File: config.mk
export PLATFORM = sky130hd
export DESIGN_NAME = stop_wake_ctrl
export DESIGN_NICKNAME = d
export VERILOG_FILES = /design/src/rtl/swc_pkg.sv /design/src/rtl/swc_ctrl.sv /design/src/rtl/swc_datapath.sv /design/src/rtl/stop_wake_ctrl.sv
export SDC_FILE = /design/constraint.sdc
export NUM_CORES = 1
export LEC_CHECK = 0
export ABC_CLOCK_PERIOD_IN_PS = 4400
export CAP_MARGIN = 15
export CORE_MARGIN = 2
export CORE_UTILIZATION = 43
export CTS_CLUSTER_SIZE = 14
export DETAILED_ROUTE_END_ITERATION = 10
export DONT_BUFFER_PORTS = 1
export PLACE_DENSITY = 0.59
export SETUP_SLACK_MARGIN = 0.05
export SLEW_MARGIN = 20
export SYNTH_ARGS = -nofsm -noshare
export SYNTH_HDL_FRONTEND = slang
export SYNTH_SLANG_ARGS = --single-unit
File: constraint.sdc
create_clock -name oscClk -period 4.4 [get_ports oscClk]
set_input_delay 1.1 -clock oscClk [delete_from_list [all_inputs] [get_ports oscClk]]
set_output_delay 1.1 -clock oscClk [all_outputs]
set_load 0.02 [all_outputs]
File: src/rtl/swc_pkg.sv
package swc_pkg;

  typedef enum logic [1:0] {
    ST_RUN     = 2'd0,
    ST_STOPPED = 2'd1,
    ST_RECOVER = 2'd2
  } swcState_e;

  // strobes from the sequencer to the datapath
  typedef struct packed {
    logic cntClr;      // hold recovery counter at zero
    logic cntInc;      // advance recovery counter
    logic cfgCapture;  // sample the recovery-length select
    logic brkSet;      // latch break-during-stop flag
  } swcStrobe_t;

endpackage

File: src/rtl/swc_ctrl.sv
module swc_ctrl
  import swc_pkg::*;
(
  input  logic       clk,
  input  logic       rstN,
  input  logic       stopReq,
  input  logic       irqReq,
  input  logic       brkReq,
  input  logic       termHit,
  output swcState_e  curState,
  output swcStrobe_t strobe,
  output logic       clkGateOn,
  output logic       releasePulse
);

  swcState_e nextState;
  logic      wakeReq;

  assign wakeReq = irqReq | brkReq;

  always_comb begin
    nextState = curState;
    strobe    = '0;
    case (curState)
      ST_RUN: begin
        strobe.cntClr = 1'b1;
        if (stopReq) begin
          strobe.cfgCapture = 1'b1;
          nextState         = ST_STOPPED;
        end
      end
      ST_STOPPED: begin
        strobe.cntClr = 1'b1;
        strobe.brkSet = brkReq;
        if (wakeReq) nextState = ST_RECOVER;
      end
      ST_RECOVER: begin
        // wake and stop requests are deliberately not looked at here
        if (termHit) begin
          strobe.cntClr = 1'b1;
          nextState     = ST_RUN;
        end else begin
          strobe.cntInc = 1'b1;
        end
      end
      default: nextState = ST_RUN;
    endcase
  end

  always_ff @(posedge clk or negedge rstN) begin
    if (!rstN) begin
      curState     <= ST_RUN;
      releasePulse <= 1'b0;
    end else begin
      curState     <= nextState;
      releasePulse <= (curState == ST_RECOVER) && termHit;
    end
  end

  assign clkGateOn = (curState == ST_RUN);

endmodule

File: src/rtl/swc_datapath.sv
module swc_datapath
  import swc_pkg::*;
#(
  parameter int LONG_DELAY  = 4096,
  parameter int SHORT_DELAY = 32,
  localparam int CNT_W      = $clog2(LONG_DELAY)
) (
  input  logic             clk,
  input  logic             rstN,
  input  swcStrobe_t       strobe,
  input  logic             fastSel,
  input  logic             statusClr,
  output logic             termHit,
  output logic [CNT_W-1:0] recCnt,
  output logic             cfgFast,
  output logic             brkFlag
);

  localparam logic [CNT_W-1:0] LONG_LAST  = CNT_W'(LONG_DELAY - 1);
  localparam logic [CNT_W-1:0] SHORT_LAST = CNT_W'(SHORT_DELAY - 1);

  logic [CNT_W-1:0] lastCount;

  assign lastCount = cfgFast ? SHORT_LAST : LONG_LAST;
  assign termHit   = (recCnt == lastCount);

  always_ff @(posedge clk or negedge rstN) begin
    if (!rstN) begin
      recCnt <= '0;
    end else if (strobe.cntClr) begin
      recCnt <= '0;
    end else if (strobe.cntInc) begin
      recCnt <= recCnt + 1'b1;
    end
  end

  always_ff @(posedge clk or negedge rstN) begin
    if (!rstN) begin
      cfgFast <= 1'b0;
    end else if (strobe.cfgCapture) begin
      cfgFast <= fastSel;
    end
  end

  // set has priority over a software clear on the same edge
  always_ff @(posedge clk or negedge rstN) begin
    if (!rstN) begin
      brkFlag <= 1'b0;
    end else if (strobe.brkSet) begin
      brkFlag <= 1'b1;
    end else if (statusClr) begin
      brkFlag <= 1'b0;
    end
  end

endmodule

File: src/rtl/stop_wake_ctrl.sv
module stop_wake_ctrl
  import swc_pkg::*;
#(
  parameter int LONG_DELAY  = 4096,
  parameter int SHORT_DELAY = 32,
  localparam int CNT_W      = $clog2(LONG_DELAY)
) (
  input  logic oscClk,
  input  logic rstN,
  input  logic stopReq,
  input  logic irqReq,
  input  logic brkReq,
  input  logic fastWakeCfg,
  input  logic statusClr,
  output logic cpuClkEn,
  output logic perClkEn,
  output logic cpuRelease,
  output logic brkStopFlag
);

  swcState_e        curState;
  swcStrobe_t       strobe;
  logic             termHit;
  logic             clkGateOn;
  logic [CNT_W-1:0] recCnt;
  logic             cfgFast;
  logic             stateIsRun;
  logic             stateIsStopped;
  logic             stateIsRecover;

  swc_ctrl u_ctrl (
    .clk          (oscClk),
    .rstN         (rstN),
    .stopReq      (stopReq),
    .irqReq       (irqReq),
    .brkReq       (brkReq),
    .termHit      (termHit),
    .curState     (curState),
    .strobe       (strobe),
    .clkGateOn    (clkGateOn),
    .releasePulse (cpuRelease)
  );

  swc_datapath #(
    .LONG_DELAY  (LONG_DELAY),
    .SHORT_DELAY (SHORT_DELAY)
  ) u_dp (
    .clk       (oscClk),
    .rstN      (rstN),
    .strobe    (strobe),
    .fastSel   (fastWakeCfg),
    .statusClr (statusClr),
    .termHit   (termHit),
    .recCnt    (recCnt),
    .cfgFast   (cfgFast),
    .brkFlag   (brkStopFlag)
  );

  assign cpuClkEn       = clkGateOn;
  assign perClkEn       = clkGateOn;
  assign stateIsRun     = (curState == ST_RUN);
  assign stateIsStopped = (curState == ST_STOPPED);
  assign stateIsRecover = (curState == ST_RECOVER);

endmodule

==> impl_metrics.ini, run 1 <==
[power]
ir_worst_vdd_v = 0.0002337
pwr-share-clk = 0.206
total_power_w = 0.0003907
power_switching_w = 0.0001443
pwr-share-seq = 0.536
p_sw_frac = 0.3693
power_density_mw_per_mm2 = 430.1
leakage_nw = 0.3462
internal-power_w = 0.0002464
power_frac_comb = 0.258

[critical_path]
endpoint_kind = output port
worst_ep_required_time_ps = 3300
reg2reg_to = u_dp.recCnt[6]
reg2reg_from = u_dp.recCnt[8]
crit_family = simple AND/OR/NAND/NOR gates
r2r_slack_ps = 2440
crit_fanout = 8
cp.arrival_ps = 1400
critPathBufInv = 0
start_kind = flop
rr_worst_depth = 4
crit_slowest_cell = nor2_1
critPathMaxStageDelay_ps = 630
crit_chain = nor2_1
path_class = flop to output port

[detailed_routing]
drt-pass1-iter-count = 4
wire_per_inst_um = 13.95
wl_um = 1576
antenna_left = 0
via_per_inst = 5.389
drt_iter0_markers = 15
vias = 609
drc_errors = 0

[timing]
fin_crit_sh = 0.5678
relSlewSlack = 0.4893
min_period_ps = 2498
finClkSkew_ps = 4.687
hold_viol_final = 0
finalMaxSlewViolations = 0
setup-violations-final = 0
fmax_mhz = 400.2
worst_pin_slew_ps = 763.3
setup_slack_ps = 1902
rsz0062_at_grt = false
setup-tns-final_ps = 0

[clock_tree]
cts_sinks = 17
numCtsBuffers = 3
postCtsHoldBufs = 0
post_cts_resized = 0
clock_latency_ps = 280
cts.htree.levels = 1
path_clk_slew_ps = 100
cts-root-buf = clkbuf_4
clk_path_buf_depth = 2
cts_tree = built
post-cts-setup-buffers = 0

[yosys]
ys_warn_count = 0
async_flop_share = 1.000
synth_xor_area_frac = 0.08949
netlist_top_cells_area = dfrtp_1 (48%), xnor2_1 (7.0%), nor3_1 (4.5%)
synth_top_family_by_area = simple AND/OR/NAND/NOR gates
ys.flop_type = dfrtp_1
synth_top_area_frac = 0.4830
synth.net_count = 94
syn_inst = 86
synth.largest_area_cell = dfrtp_1
avgSynthCellArea_um2 = 10.24
synth.area.mux_share = 0.02415
synthAdderAreaFrac = 0.01420
yosysUniqueCellTypes = 29
synth-compound-area-share = 0.08665
yosysSeqAreaShare = 0.4830
ys_ff_latch = 17
syn_area_um2 = 880.8
synth_edf_count = 0
synth-simple-area-share = 0.2472

[global_route]
grt_pass1_vias = 593
grt_overflow = 0
track_usage = 0.1540
antenna_found_initial = 0
grt_max_degree = 18
grt_pass1_wl_um = 2760

[status]
run_status = finished, final reports clean

[finish]
diodes = 0
drive_gt1_frac = 0.1047
nets = 95
syn_to_final_growth_pct = 3.125
layout.cells.non_filler = 113
fillers = 193

[flow_run]
max-cap-violations = 0

[floorplan]
row_count = 16
core_area_mm2 = 0.001942
fp.dieH_um = 49.26
io-pin-count = 11
die_area_mm2 = 0.002427
initial_utilization = 0.4536
die_w_um = 49.26

[min_path]
hold_class = input port to async pin

[placement]
port_buffers = 0
dp_slack_ps = 2225
gp_congestion = 0.7492
dp_cells = 109
hpwlAfterDp_um = 1108
==> sequential cells by signal, indices dropped and copies added, names as in the netlist <==
name / cells
u_dp.recCnt: 12
u_ctrl.curState: 2
u_ctrl.releasePulse: 1
u_dp.brkFlag: 1
u_dp.cfgFast: 1
==> logic make-up (layout without fill, tap and decap cells) <==
| logic type | Yosys count | after routing |
|---|---|---|
| buffers and inverters | 8 | 8 |
| AO/OA/AOI/OAI | 9 | 9 |
| flip-flops | 17 | 17 |
| adder cells (fa/ha/maj) | 1 | 1 |
| AND/OR/NAND/NOR | 40 | 40 |
| multiplexers | 2 | 2 |
| XOR/XNOR | 9 | 9 |
==> metrics by stage <==
stage / hold slack, ps / util / area (µm²)
5_1_grt: 454.6 / 0.4678 / 908.4
4_1_cts: 479.8 / 0.4678 / 908.4
2_1_floorplan: 469.3 / - / 880.8
3_5_place_dp: 503.5 / 0.4536 / 880.8
3_3_place_gp: 494.1 / 0.4536 / 880.8
6_report: 494.9 / 0.4678 / 908.4
==> how the worst max path moves through the flow <==
stage / to / slack (ps) / startpoint / cells past startpoint
6_report: cpuClkEn / 1900 / u_ctrl.curState[0] / 1
5_1_grt: cpuClkEn / 1810 / u_ctrl.curState[0] / 1
4_1_cts: perClkEn / 1890 / u_ctrl.curState[0] / 1
3_5_place_dp: perClkEn / 2230 / u_ctrl.curState[0] / 1
3_3_place_gp: cpuClkEn / 2230 / u_ctrl.curState[0] / 1
2_1_floorplan: perClkEn / 2230 / u_ctrl.curState[0] / 3
==> Yosys cell counts, types with 2 or more instances <==
| cell | number |
|---|---|
| nand4_1 | 2 |
| xnor2_1 | 7 |
| dfrtp_1 | 17 |
| o31ai_1 | 3 |
| nor3b_1 | 2 |
| or4_1 | 2 |
| buf_6 | 2 |
| a211oi_2 | 2 |
| xor2_1 | 2 |
| nor3_1 | 8 |
| nand2_1 | 8 |
| inv_1 | 4 |
| nor4_1 | 4 |
| nor2_1 | 5 |
| nand3_1 | 4 |
==> routing by layer <==
layer,part of all wire,vias up,routed length [µm],track usage
li1,-,307,-,-
met1,0.52,291,813,0.2020
met2,0.43,9,685,0.2252
met3,0.037,2,59,0.06135
met4,0.011,0,18,0.06190
met5,0,-,0,0
==> placed cells by master (no fill, tap or decap), types with 2 or more instances in the layout <==
cell type,instances
inv_1,4
xor2_1,2
dfrtp_1,17
nor2_1,5
or4_1,2
clkbuf_4,3
nor3b_1,2
nand2_1,8
nand4_1,2
nor3_1,8
a211oi_2,2
nand3_1,4
nor4_1,4
o31ai_1,3
xnor2_1,7
==> power groups by stage <==
stage | combinational, W | clock (W) | sequential (W)
floorplan | 0.000110 | 0 | 0.000202
global placement | 0.0000994 | 0 | 0.000210
detailed placement | 0.000102 | 0 | 0.000212
CTS | 0.000102 | 0.0000864 | 0.000209
global route | 0.000114 | 0.0000952 | 0.000214
finish | 0.000101 | 0.0000806 | 0.000209
==> final cells by class <==
type,count,area (µm²),area share
flip-flops and latches,17,425.4,0.4683
clock buffers,3,22.52,0.02479
clock inverters,1,5.005,0.005510
inverters,4,15.01,0.01653
well taps,27,33.78,0.03719
multi-input cells,61,406.6,0.4477
(Power assumes the default switching activity.)
==> run 2, diff against run 1 <==
--- a/config.mk
+++ b/config.mk
@@ -5,7 +5,8 @@
 export SDC_FILE = /design/constraint.sdc
 export NUM_CORES = 1
 export LEC_CHECK = 0
-export ABC_CLOCK_PERIOD_IN_PS = 4400
+export ABC_AREA = 1
+export ABC_CLOCK_PERIOD_IN_PS = 2500
 export CAP_MARGIN = 15
 export CORE_MARGIN = 2
 export CORE_UTILIZATION = 43
==> constraint.sdc (replaced) <==
create_clock -name oscClk -period 2.5 [get_ports oscClk]
set_input_delay 0.625 -clock oscClk [delete_from_list [all_inputs] [get_ports oscClk]]
set_output_delay 0.625 -clock oscClk [all_outputs]
set_load 0.02 [all_outputs]
==> run 2 against run 1 <==
  * Clock power rose by 82%
  * Total power rose by 96%
  * Global-route usage rose by 0.94 points
  * Die area grew 6.4%
  * Highest routed layer unchanged
  * Via count increased by 21%
  * Routed wire length is 11% higher
  * Non-clock buffer count increased by 2
  * Largest cell class is now multi-input gates
  * Sequential share of layout area down 4.8 points
  * Sequential cell count stayed put
  * Sequential power rose by 83%
  * Synthesized cell count grew 45%
  * Largest power group unchanged
==> impl_metrics.ini, run 2 <==
[power]
power_density_mw_per_mm2 = 755.7
leakage_nw = 0.4929
ir_worst_vdd_v = 0.0005507
total_power_w = 0.0007650

[timing]
fin_crit_sh = 0.6799
relSlewSlack = 0.4922
min_period_ps = 1700
setup-tns-final_ps = 0
finClkSkew_ps = 2.963
hold_viol_final = 0
worst_pin_slew_ps = 759.2
finalMaxSlewViolations = 0
rsz0062_at_grt = false
setup-violations-final = 0
fmax_mhz = 588.3

[yosys]
syn_inst = 125
yosysMostFrequentCell = nand2_1
netlist_top_cells_area = dfrtp_1 (45%), nand2_1 (15%), nor2_1 (10%)
synth_top_area_frac = 0.4515
yosysUniqueCellTypes = 20
synth.largest_area_cell = dfrtp_1
ys_warn_count = 0
synth.net_count = 133
async_flop_share = 1.000
ys_ff_latch = 17
ys.flop_type = dfrtp_1
syn_area_um2 = 942.2
avgSynthCellArea_um2 = 7.537
synth.top_cells.by_count = nand2_1 (37), nor2_1 (25), dfrtp_1 (17)
synth_edf_count = 0
yosysSeqAreaShare = 0.4515

[detailed_routing]
drt_iter0_markers = 10
wire_per_inst_um = 11.10
vias = 738
wl_um = 1743
drt-pass1-iter-count = 4
via_per_inst = 4.701
antenna_left = 0
drc_errors = 0

[global_route]
grt_overflow = 0
track_usage = 0.1634
antenna_found_initial = 0
grt_max_degree = 18
grt_pass1_vias = 712
grt_pass1_wl_um = 3125

[floorplan]
initial_utilization = 0.4660
die_w_um = 50.81
row_count = 16
fp.dieH_um = 50.81
die_area_mm2 = 0.002582
core_area_mm2 = 0.002022
io-pin-count = 11

[placement]
hpwlAfterDp_um = 1370
place_area_um2 = 975.9
gp_congestion = 0.8144
port_buffers = 0
dp_cells = 152

[clock_tree]
cts-root-buf = clkbuf_4
path_clk_slew_ps = 100
cts_sinks = 17
clk_path_buf_depth = 2
cts_tree = built
numCtsBuffers = 3
cts.htree.levels = 1
clock_latency_ps = 290

[critical_path]
r2r_slack_ps = 1100
endpoint_kind = output port
cp.arrival_ps = 1070
crit_fanout = 6
worst_ep_required_time_ps = 1880
start_kind = flop
path_class = flop to output port

[finish]
top_register = u_dp.recCnt
syn_to_final_growth_pct = 7.437
most-common-layout-cells = nand2_1 (37), nor2_1 (25), dfrtp_1 (17)
nets = 139
largest_register_ff_count = 12
final_cell_area_mm2 = 0.001012
drive_gt1_frac = 0.1000
final_common_cell = nand2_1
diodes = 0
layout.cells.non_filler = 157
reg.largest.list = u_dp.recCnt (12), u_ctrl.curState (2)
fin_util = 0.5006

[flow_run]
max-cap-violations = 0

[status]
run_status = finished, final reports clean

[min_path]
hold_class = input port to flop
-- run 2: final timing paths --
kind	endpoint	startpoint	cells past startpoint
setup / recovery	perClkEn	u_ctrl.curState[1]	2
hold / removal	u_dp.brkFlag	statusClr	1
setup reg to reg	u_dp.recCnt[6]	u_dp.recCnt[0]	7
hold reg to reg	u_dp.recCnt[1]	u_dp.recCnt[1]	2
max in group asynchronous	u_dp.recCnt[7]	rstN	1
min in group asynchronous	u_dp.recCnt[1]	rstN	1
-- run 2: metal layers --
metal	routed length [µm]	track usage	vias to the layer above	share of wire
met3	45	0.02632	5	0.026
met5	0	0	-	0
met4	41	0.08108	0	0.024
li1	-	-	392	-
met2	782	0.2566	8	0.45
met1	874	0.2193	333	0.50
-- run 2: area by class of cell --
class | instances | area, µm²
Fill cell | 215 | 1010
Sequential cell | 17 | 425.4
Multi-Input combinational cell | 92 | 452.9
Timing Repair Buffer | 2 | 17.52
Clock buffer | 4 | 26.28
Tap cell | 27 | 33.78
Inverter | 15 | 56.30
-- run 2: cells by family after synthesis --
family	share of synthesized area
flip-flops	0.4515
AO/OA/AOI/OAI	0.03718
buffers and inverters	0.06773
XOR/XNOR	0.03718
adder cells (fa/ha/maj)	0.01328
AND/OR/NAND/NOR	0.3931
-- run 2: repair_timing --
item                                   CTS  global route
hold buffers                             0             1
gates resized for setup                  0             0
endpoints found under the hold margin    0            17
setup buffers                            0             0
-- run 2: where the power goes --
part | leakage [nW] | switching (W) | internal, W | total [W]
Sequential | 0.229 | 0.0000618 | 0.000320 | 0.000382
Combinational | 0.249 | 0.000158 | 0.0000777 | 0.000236
Clock | 0.0150 | 0.0000853 | 0.0000621 | 0.000147
Total | 0.493 | 0.000305 | 0.000460 | 0.000765
-- run 2: worst max-delay path, cell delays in order (launching register included) --
cell,delay (ps)
dfrtp_1,470
nor2_1,120
buf_4,190
-- run 2: stage by stage --
stage / hold WS (ps) / worst slack, ps
finish: 429.3 / 800.2
global route: 412.8 / 699.7
CTS: 6.136 / 792.0
detailed placement: 329.7 / 1110
global placement: 329.7 / 1133
floorplan: 329.4 / 845.1
